===== config.mk =====
export PLATFORM = sky130hd
export DESIGN_NAME = qtag_active_reg
export DESIGN_NICKNAME = d
export VERILOG_FILES = /design/src/rtl/qtag_pkg.sv /design/src/rtl/qtag_sw_decode.sv /design/src/rtl/qtag_vec.sv /design/src/rtl/qtag_seen_flag.sv /design/src/rtl/qtag_rd_mux.sv /design/src/rtl/qtag_active_reg.sv
export SDC_FILE = /design/constraint.sdc
export NUM_CORES = 1
export LEC_CHECK = 0
export BUFFER_PORTS_ARGS = -buffer_cell sky130_fd_sc_hd__clkbuf_2
export CAP_MARGIN = 5
export CORE_MARGIN = 3
export CORE_UTILIZATION = 41
export DETAILED_ROUTE_END_ITERATION = 8
export GPL_TIMING_DRIVEN = 0
export PLACE_DENSITY = 0.95
export SLEW_MARGIN = 0
export SYNTH_ARGS = -nofsm -noshare
export SYNTH_HDL_FRONTEND = slang
export SYNTH_SLANG_ARGS = --single-unit

===== constraint.sdc =====
create_clock -name clk -period 2.8 [get_ports clk]
set_input_delay 0.28 -clock clk [delete_from_list [all_inputs] [get_ports clk]]
set_output_delay 0.28 -clock clk [all_outputs]
set_load 0.01 [all_outputs]

===== src/rtl/qtag_pkg.sv =====
package qtag_pkg;

    localparam int QT_TAGS = 32;

    typedef enum logic {
        QT_SEL_TAGS = 1'b0,
        QT_SEL_STAT = 1'b1
    } qt_sel_e;

    typedef struct packed {
        logic set_en;
        logic bulk_clr;
        logic ack_flag;
    } qt_sw_cmd_t;

    typedef struct packed {
        logic retire_en;
        logic arrive;
    } qt_link_evt_t;

    function automatic logic qt_is_zero(input logic [QT_TAGS-1:0] v, input int w);
        logic z;
        z = 1'b1;
        for (int i = 0; i < QT_TAGS; i++) begin
            if (i < w && v[i]) z = 1'b0;
        end
        return z;
    endfunction

endpackage


===== src/rtl/qtag_sw_decode.sv =====
module qtag_sw_decode
    import qtag_pkg::*;
#(
    parameter int TAG_W = QT_TAGS
) (
    input  logic             wr_en,
    input  logic             wr_addr,
    input  logic [TAG_W-1:0] wr_data,
    output qt_sw_cmd_t       cmd,
    output logic [TAG_W-1:0] set_mask
);
    qt_sel_e sel;
    logic    data_zero;

    always_comb begin
        sel       = qt_sel_e'(wr_addr);
        data_zero = (wr_data == '0);
        cmd       = '0;
        set_mask  = '0;
        if (wr_en) begin
            unique case (sel)
                QT_SEL_TAGS: begin
                    cmd.bulk_clr = data_zero;
                    cmd.set_en   = !data_zero;
                    set_mask     = wr_data;
                end
                QT_SEL_STAT: begin
                    cmd.ack_flag = wr_data[0];
                end
                default: cmd = '0;
            endcase
        end
    end
endmodule


===== src/rtl/qtag_vec.sv =====
module qtag_vec
    import qtag_pkg::*;
#(
    parameter int TAG_W = QT_TAGS
) (
    input  logic             clk,
    input  logic             rst,
    input  qt_sw_cmd_t       cmd,
    input  logic [TAG_W-1:0] set_mask,
    input  qt_link_evt_t     evt,
    input  logic [TAG_W-1:0] retire_mask,
    output logic [TAG_W-1:0] tags_q
);
    // One slice per tag: bulk clear, then set, then retire (retire has the last word).
    for (genvar g = 0; g < TAG_W; g++) begin : g_tag
        logic nxt;
        always_comb begin
            nxt = tags_q[g];
            if (cmd.bulk_clr) nxt = 1'b0;
            if (cmd.set_en && set_mask[g]) nxt = 1'b1;
            if (evt.retire_en && retire_mask[g]) nxt = 1'b0;
        end
        always_ff @(posedge clk) begin
            if (rst) tags_q[g] <= 1'b0;
            else     tags_q[g] <= nxt;
        end
    end
endmodule


===== src/rtl/qtag_seen_flag.sv =====
module qtag_seen_flag
    import qtag_pkg::*;
(
    input  logic         clk,
    input  logic         rst,
    input  qt_sw_cmd_t   cmd,
    input  qt_link_evt_t evt,
    output logic         seen_q
);
    always_ff @(posedge clk) begin
        if (rst)               seen_q <= 1'b0;
        else if (evt.arrive)   seen_q <= 1'b1;
        else if (cmd.ack_flag) seen_q <= 1'b0;
    end
endmodule


===== src/rtl/qtag_rd_mux.sv =====
module qtag_rd_mux
    import qtag_pkg::*;
#(
    parameter int TAG_W = QT_TAGS
) (
    input  logic             rd_addr,
    input  logic [TAG_W-1:0] tags,
    input  logic             seen,
    output logic [TAG_W-1:0] rd_data
);
    logic [TAG_W-1:0] stat_word;

    always_comb begin
        stat_word    = '0;
        stat_word[0] = seen;
        unique case (qt_sel_e'(rd_addr))
            QT_SEL_TAGS: rd_data = tags;
            QT_SEL_STAT: rd_data = stat_word;
            default:     rd_data = '0;
        endcase
    end
endmodule


===== src/rtl/qtag_active_reg.sv =====
module qtag_active_reg
    import qtag_pkg::*;
#(
    parameter int TAG_W = QT_TAGS
) (
    input  logic             clk,
    input  logic             rst,
    input  logic             wr_en,
    input  logic             wr_addr,
    input  logic [TAG_W-1:0] wr_data,
    input  logic             rd_addr,
    output logic [TAG_W-1:0] rd_data,
    input  logic             sdb_valid,
    input  logic [TAG_W-1:0] sdb_dword,
    output logic [TAG_W-1:0] active_tags,
    output logic             sdb_seen
);
    qt_sw_cmd_t       sw_cmd;
    logic [TAG_W-1:0] sw_set_mask;
    qt_link_evt_t     link_evt;

    always_comb begin
        link_evt.retire_en = sdb_valid;
        link_evt.arrive    = sdb_valid;
    end

    qtag_sw_decode #(.TAG_W(TAG_W)) u_dec (
        .wr_en    (wr_en),
        .wr_addr  (wr_addr),
        .wr_data  (wr_data),
        .cmd      (sw_cmd),
        .set_mask (sw_set_mask)
    );

    qtag_vec #(.TAG_W(TAG_W)) u_vec (
        .clk         (clk),
        .rst         (rst),
        .cmd         (sw_cmd),
        .set_mask    (sw_set_mask),
        .evt         (link_evt),
        .retire_mask (sdb_dword),
        .tags_q      (active_tags)
    );

    qtag_seen_flag u_flag (
        .clk    (clk),
        .rst    (rst),
        .cmd    (sw_cmd),
        .evt    (link_evt),
        .seen_q (sdb_seen)
    );

    qtag_rd_mux #(.TAG_W(TAG_W)) u_rd (
        .rd_addr (rd_addr),
        .tags    (active_tags),
        .seen    (sdb_seen),
        .rd_data (rd_data)
    );
endmodule


* Yosys cells after proc, flatten, opt, wreduce, memory -nomap -nowiden
Index checks and enable logic that the tools add are counted.
Storage, ports and cells: register bits 33, input port bits 70, output and inout bits 65
Cells by class: muxes and demuxes 41, bitwise operators 1, reductions and logical operators 131
Operator list (count):
- nonzero test 2 bit | 33
- logical AND 1 bit | 64
- 2-to-1 mux 32 bit | 2
- one-hot mux 32 bit (2 select lines) | 1
- OR reduction 2 bit | 32
- 2-to-1 mux 1 bit | 36
- zero test 32 bit | 1
- 2-to-1 mux 3 bit | 1
- 2-to-1 mux 2 bit | 1
- zero test 1 bit | 1
- NOT 1 bit | 1

* Longest topological paths before layout
Gate-level depths: netlist of the first run.
depth after elaboration 6, mapped depth 5, gate-level depth less buffers 4

* Cells and area by module
A second synthesis of the first run with hierarchy kept.
Unflattened totals: cell total of the unflattened synthesis 229, area total of the unflattened synthesis 2083.2 µm²
By module, submodules not included:
- qtag_vec | times used 1, cells an instance 140, area an instance 1505.2 µm², sequential area each 640.6 µm²
- qtag_sw_decode | times used 1, cells an instance 50, area an instance 319.1 µm², sequential area each 0.0 µm²
- qtag_rd_mux | times used 1, cells an instance 35, area an instance 220.2 µm², sequential area each 0.0 µm²
- qtag_seen_flag | times used 1, cells an instance 4, area an instance 38.8 µm², sequential area each 20.0 µm²

* Worst setup path after synthesis of the first run
No wires, ideal clock.
path kind input to register, from in wr_data[4], to reg u_vec.tags_q[8], library setup time 0.147 ns, data arrival time 1.144 ns, required time 2.653 ns, path slack 1.509 ns, stages on the path 5, path buffers 1, cell sequence nor4_1 and4_1 a41o_4 buf_6 a211oi_2
Between the ends: cells in the longest elaborated chain, start to end 6
Ends and longest elaborated chain:
- from (decl) | RTL line qtag_active_reg.sv:10 | input logic [TAG_W-1:0] wr_data,
- zero test 32 bit (*) | RTL line qtag_sw_decode.sv:17 | data_zero = (wr_data == '0);
- zero test 1 bit | RTL line qtag_sw_decode.sv:24 | cmd.set_en = !data_zero;
- 2-to-1 mux 2 bit (*) | RTL line qtag_sw_decode.sv:21 | unique case (sel)
- 2-to-1 mux 3 bit (*) | RTL line qtag_sw_decode.sv:20 | if (wr_en) begin
- logical AND 1 bit | RTL line qtag_vec.sv:20 | if (cmd.set_en && set_mask[g]) nxt = 1'b1;
- 2-to-1 mux 1 bit or nonzero test 2 bit (tied branches)
- to (signal, indexed assignment) | RTL line qtag_vec.sv:25 | else tags_q[g] <= nxt;
- to (decl) | RTL line qtag_vec.sv:12 | output logic [TAG_W-1:0] tags_q
Every way passes the cells marked *; elsewhere a longest branch is shown, timed or not. A chain may end at the register's enable or synchronous reset.

* Worst setup path after layout of the first run
from in rd_addr, to out rd_data[26]
Between the ends: cells in the longest elaborated chain, start to end 2
Ends and longest elaborated chain:
- from (decl) | RTL line qtag_active_reg.sv:11 | input logic rd_addr,
- NOT 1 bit | RTL line qtag_rd_mux.sv:16 | unique case (qt_sel_e'(rd_addr))
- one-hot mux 32 bit (2 select lines) (*) | RTL line qtag_rd_mux.sv:16
- to (decl) | RTL line qtag_active_reg.sv:12 | output logic [TAG_W-1:0] rd_data,
Marks and branches as above.

==> summary.txt, run 1 <==
Outcome
  – Run status: complete, no violations

Route
  – DRC errors left: 0
  – DRT iter0 DRCs: 57
  – WL met2: between 2000 and 3000 µm
  – DR pass1 iterations: 4
  – Top Layer Used: met4
  – M1 WL: 2020 µm
  – Via count: between 1500 and 2000
  – Via density: 5.13
  – Final wirelength: about 5000 µm
  – Post-route antenna net violation count: 0
  – Drt wl/cell: roughly 15 µm
  – WL met3: roughly 370 µm

GRT
  – Pin count of the biggest net entering global routing: 11
  – Vias in the first global route: between 1500 and 2000
  – Initial antenna violation count: 0
  – Total track usage: 21.9%
  – Global-route wire length before repair: ~7600 µm
  – GRT overflow: 0

Worst setup path
  – Crit end category: output pin
  – CP Max Fanout: 10
  – Arr. time, crit path: around 1.1 ns
  – Crit Path Class: input port to output pin
  – Crit start category: input port
  – Worst path required time: around 2.5 ns
  – Cells on worst reg2reg path: 2

Synthesis
  – Gate Count Post-Synth: approximately 160
  – Yosys cell types: 15
  – Synth Area per Inst: between 10 and 15 µm²
  – Syn Nets: approximately 230
  – Yosys warns: 0
  – Post-synthesis sequential area ratio: just over 40%
  – Mapped Area: approximately 1600 µm²
  – Synthesized flop and latch total: 33

Layout
  – Storage cell area: ~660 µm²
  – Synth-to-Final Area Change: 51.6%
  – Inserted Diodes: 0
  – Area of the multi-input gates: 862 µm²
  – Ratio of cells with drive above 1 in the final layout: 59.9%
  – Nets@finish: between 300 and 400
  – Final std cells w/o fill: approximately 350
  – FILL cells: between 300 and 400

Hold path
  – Hold Path Cell Cnt: 2
  – Hold Path Class: input port to register

STA
  – F_max: about 710 MHz
  – RSZ-0062 raised after global routing: no
  – Final hold violation count: 0
  – Total negative setup slack: 0 ns
  – Clock skew: 0 ns
  – Slew HR: 54.0%
  – Final setup fails: 0
  – Fin. max-slew vios: 0
  – Tcrit/Tclk final: between 50% and 60%
  – Period minus WS final: ~1.4 ns
  – Slew at the pin closest to its max-slew limit: a little under 0.7 ns

Floorplan
  – Io pins: around 140
  – Core Area: 3720 µm²
  – Placement Rows: 22
  – Starting Density: a little over two fifths
  – Die height: around 70 µm
  – Die area: approximately 4700 µm²
  – Die X: 68.5 µm

Pwr
  – Sequential Power Share: around 46%
  – Clock power frac: 35.7%
  – Sw Pwr: 298 µW
  – Worst VDD drop: 305 µV
  – Sw frac: around 27%
  – Leakage: 0.00113 µW
  – Int Pwr: roughly 800 µW
  – Cell area power density: 454 nW/µm²
  – Combinational share of power: about a fifth

Place
  – Placer congestion estimate: about 0.85
  – Post-DP HPWL: approximately 4100 µm
  – Placed insts: ~340
  – Number of I/O port buffers: roughly 130

Clock tree
  – Clock Latency Late Sink: 0.28 ns
  – Cts repair resizes: 0
  – CTS tree: built
  – Hold Buf Count CTS: 0
  – Root Driver: clkbuf_8
  – H-tree level count: 2
  – Clk buf depth: 2
  – Clock transition at path regs: approximately 0.070 ns
  – Post-CTS Setup Bufs: 0
  – Total CTS buffers: 5
  – CTS Sinks: 33

Run
  – Maxcap violations: 0
[final timing paths]
path	start	to	slack, ns
min reg2reg	u_vec.tags_q[30]	u_vec.tags_q[30]	0.53
max	rd_addr	rd_data[26]	1.39
max reg2reg	u_vec.tags_q[13]	u_vec.tags_q[13]	2.12
min	sdb_dword[30]	u_vec.tags_q[30]	0.17
[cell usage in the layout, fill, tap and decap left out]
master,synthesis,final
a211oi_1,2,2
a211oi_2,30,30
a21oi_1,33,33
a41o_4,1,1
and3_1,1,1
and4_1,1,1
buf_2,3,3
buf_6,3,3
clkbuf_1,8,8
clkbuf_2,0,133
clkbuf_8,0,7
clkinv_2,0,1
dfxtp_1,33,33
mux2_2,1,1
nand3_1,1,1
nor2_1,1,1
nor2b_1,32,32
nor4_1,8,8
[state kept, by name, indices dropped and copies added (netlist names)]
signal and flops:
u_vec.tags_q 32, u_flag.seen_q 1
[cells in the mapped netlist, drive strengths merged]
master  number  area (µm²)
a211oi      32         390
a21oi       33         165
a41o         1        21.3
and3         1        6.26
and4         1        8.76
buf          6        48.8
clkbuf       8        30.0
dfxtp       33         661
mux2         1        11.3
nand3        1        5.00
nor2         1        3.75
nor2b       32         200
nor4         8        50.1
[layout make-up]
type,count,area share (%)
repair buffers,133,27.4
well taps,48,2.47
multi-input cells,111,35.5
plain buffers,14,3.25
clock inverters,1,0.206
clock buffers,7,3.97
flip-flops and latches,33,27.2
[worst max-delay path, cell delays in order]
cell and delay (ns):
clkbuf_2 0.14, clkbuf_1 0.44, nor2b_1 0.12, clkbuf_2 0.15
[stage by stage]
step                setup slack (ns)  utilization [%]  area (µm²)  total power (µW)  hold WS (ns)
floorplan                       1.51                -        1600               611         0.352
global placement                1.11             62.6        2330               715         0.465
detailed placement              1.09             62.6        2330               721         0.469
CTS                             1.35             65.4        2430              1110         0.169
global route                    1.28             65.4        2430              1160         0.169
finish                          1.39             65.4        2430              1100         0.169
[kinds of logic (layout without fill, tap and decap cells)]
group                  count (synthesis)  after routing  share of synthesized area, %
AOI/OAI and AO/OA                     66             66                          36.0
and+or+nand+nor                       44             44                          17.1
DFF                                   33             33                          41.2
buffers and inverters                 14            155                          4.92
muxes                                  1              1                         0.703
[power by group through the flow]
stage          Combinational [µW]  Sequential, µW  Clock [µW]
4_1_cts                       209             502         401
5_1_grt                       226             505         427
3_5_place_dp                  208             513           0
3_3_place_gp                  203             512           0
6_report                      206             503         393
2_1_floorplan                91.2             520           0
[layer usage]
metal | vias to the layer above | global-route usage (%)
li1 | 873 | -
met1 | 821 | 25.0
met2 | 76 | 39.1
met3 | 9 | 5.02
met4 | 0 | 8.68
met5 | - | 0
(Power assumes the default switching activity.)
==> inputs of run 2 (changes only) <==
--- a/config.mk
+++ b/config.mk
@@ -8,10 +8,10 @@
 export BUFFER_PORTS_ARGS = -buffer_cell sky130_fd_sc_hd__clkbuf_2
 export CAP_MARGIN = 5
 export CORE_MARGIN = 3
-export CORE_UTILIZATION = 41
+export CORE_UTILIZATION = 34
 export DETAILED_ROUTE_END_ITERATION = 8
 export GPL_TIMING_DRIVEN = 0
-export PLACE_DENSITY = 0.95
+export PLACE_DENSITY = 0.85
 export SLEW_MARGIN = 0
 export SYNTH_ARGS = -nofsm -noshare
 export SYNTH_HDL_FRONTEND = slang
==> constraint.sdc (replaced) <==
create_clock -name clk -period 1.3 [get_ports clk]
set_input_delay 0.13 -clock clk [delete_from_list [all_inputs] [get_ports clk]]
set_output_delay 0.13 -clock clk [all_outputs]
set_load 0.01 [all_outputs]
==> run 2 against run 1 <==
Global-route usage decreased by 3.9 points. Critical path type is now input port to register. Flip-flop and latch count unchanged. Critical path depth increased by 2. Clock-buffer cell count unchanged. Clock skew unchanged. Utilization decreased by 10 points. Largest cell class unchanged. Die area increased by 19%. Largest power group unchanged. Worst hold slack got worse by 0.14 ns. Cell count increased by 1.2%.
==> summary.txt, run 2 (synthesis gave the netlist of run 1 again) <==
Worst setup path
  – Crit Path Class: input port to register (was input port to output pin)
  – Crit start category: input port (unchanged)
  – Crit end category: register (was output pin)
  – CP Max Fanout: 10 (unchanged)
  – Arr. time, crit path: 1.39 ns (was 1.13 ns)
  – Worst path required time: 1.43 ns (was 2.52 ns)

Clock tree
  – Hold Buf Count CTS: 0 (unchanged)
  – Root Driver: clkbuf_8 (unchanged)
  – Clock transition at path regs: 0.06 ns (was 0.07 ns)
  – H-tree level count: 2 (unchanged)
  – CTS tree: built (unchanged)
  – Clk buf depth: 2 (unchanged)
  – Total CTS buffers: 5 (unchanged)
  – CTS Sinks: 33 (unchanged)
  – Clock Latency Late Sink: 0.28 ns (about the same)

Route
  – Post-route antenna net violation count: 0 (unchanged)
  – DRT iter0 DRCs: 44 (was 57)
  – Via count: 1776 (was 1779)
  – Drt wl/cell: 15.0 µm (was 14.8 µm)
  – Final wirelength: 5280 µm (was 5130 µm)
  – DR pass1 iterations: 4 (unchanged)
  – Via density: 5.06 (was 5.13)
  – DRC errors left: 0 (unchanged)

Hold path
  – Hold Path Class: input port to register (unchanged)

STA
  – Slew at the pin closest to its max-slew limit: 0.736 ns (was 0.690 ns)
  – Worst hold slack: 0.0272 ns (was 0.169 ns)
  – Final hold violation count: 0 (unchanged)
  – Final WS setup: 0.0393 ns (was 1.39 ns)
  – Period minus WS final: 1.26 ns
  – Tcrit/Tclk final: between 90% and 100%
  – RSZ-0062 raised after global routing: no (unchanged)
  – Fin. max-slew vios: 0 (unchanged)
  – Final setup fails: 0 (unchanged)
  – F_max: approximately 800 MHz
  – Clock skew: 0 ns (unchanged)
  – Total negative setup slack: 0 ns (unchanged)
  – Slew HR: 51.0% (was 54.0%)

Pwr
  – Sequential Power Share: 42.9% (was 45.6%)
  – Worst VDD drop: 491 µV (was 305 µV)
  – Combinational share of power: 17.8% (was 18.7%)
  – Cell area power density: 1030 nW/µm² (was 454 nW/µm²)
  – Clock power frac: 39.3% (was 35.7%)
  – Leakage: 0.00113 µW (about the same)
  – Sw frac: 25.4% (was 27.0%)
  – Sw Pwr: 641 µW (was 298 µW)
  – Int Pwr: 1880 µW (was 804 µW)

Layout
  – Max reg flops: 32 (unchanged)
  – Synth-to-Final Area Change: 53.3% (was 51.6%)
  – Final Cell Area: 2450 µm² (was 2430 µm²)
  – Biggest register: u_vec.tags_q (unchanged)
  – Inserted Diodes: 0 (unchanged)
  – Nets@finish: 368 (unchanged)
  – Top flop regs: u_vec.tags_q: 32 flops, u_flag.seen_q: 1 flops (unchanged)
  – Ratio of cells with drive above 1 in the final layout: 59.9% (unchanged)
  – Final core utilization: 55.2% (was 65.4%)
  – Commonest non-fill, non-tap cells in the layout: clkbuf_2, a21oi_1, dfxtp_1, nor2b_1, a211oi_2 (unchanged)
  – Commonest non-fill, non-tap cell in the layout: clkbuf_2 (unchanged)

Outcome
  – Run status: complete, no violations (unchanged)

GRT
  – Total track usage: 18.0% (was 21.9%)
  – Vias in the first global route: 1648 (was 1667)
  – Global-route wire length before repair: 7670 µm (was 7610 µm)
  – Pin count of the biggest net entering global routing: 11 (unchanged)
  – Initial antenna violation count: 0 (unchanged)
  – GRT overflow: 0 (unchanged)

Run
  – Maxcap violations: 0 (unchanged)

Floorplan
  – Starting Density: 36.0% (was 43.1%)
  – Core Area: 4440 µm² (was 3720 µm²)
  – Die X: 74.6 µm (was 68.5 µm)
  – Io pins: 135 (unchanged)
  – Die area: 5570 µm² (was 4690 µm²)
  – Die height: 74.6 µm (was 68.5 µm)
  – Placement Rows: 24 (was 22)

Place
  – Placer congestion estimate: 0.763 (was 0.849)
  – Dpl cell area: 2330 µm² (about the same)
  – Number of I/O port buffers: 133 (unchanged)
  – Post-DP HPWL: 4200 µm (was 4130 µm)
  – DP Worst Slack: -0.302 ns (was 1.09 ns)
## run 2: critical path, stage by stage
cell      delay [ns]
clkbuf_2        0.09
nor4_1          0.39
and4_1          0.28
a41o_4          0.25
buf_6           0.18
a211oi_2        0.06
## run 2: area by class of cell
| class | instances | area (µm²) |
|---|---|---|
| fillers | 437 | 1990 |
| multi-input cells | 111 | 868 |
| repair buffers | 133 | 666 |
| flip-flops and latches | 33 | 661 |
| clock buffers | 7 | 86.3 |
| plain buffers | 14 | 78.8 |
| well taps | 52 | 65.1 |
| clock inverters | 1 | 30.0 |
## run 2: timing repair
item | 4_1_cts | 5_1_grt
gates resized for setup | 1 | 0
setup buffers | 0 | 0
hold endpoints to repair | 0 | 0
setup endpoints to repair | 3 | 0
## run 2: final timing paths
path	startpoint	end	slack (ns)	depth (start not counted)
max reg2reg	u_vec.tags_q[19]	u_vec.tags_q[19]	0.62	2
min reg2reg	u_flag.seen_q	u_flag.seen_q	0.54	2
max	wr_data[8]	u_vec.tags_q[26]	0.04	6
min	sdb_dword[30]	u_vec.tags_q[30]	0.03	2
## run 2: power by group through the flow
stage               clock network, µW  registers (µW)  logic, µW
floorplan                           0            1120        196
global placement                    0            1100        441
detailed placement                  0            1100        450
CTS                              1010            1080        454
global route                     1050            1090        488
finish                            990            1080        447
## run 2: per-stage QoR
step,total power [µW],cells
3_3_place_gp,1540,343
4_1_cts,2540,351
6_report,2520,351
2_1_floorplan,1320,158
5_1_grt,2630,351
3_5_place_dp,1550,343
## run 2: per-layer routing
| metal | GRT usage (%) | vias to the layer above | wire [µm] |
|---|---|---|---|
| li1 | - | 865 | - |
| met1 | 21.2 | 825 | 2090 |
| met2 | 31.8 | 78 | 2740 |
| met3 | 4.14 | 8 | 361 |
| met4 | 6.52 | 0 | 85 |
| met5 | 0 | - | 0 |
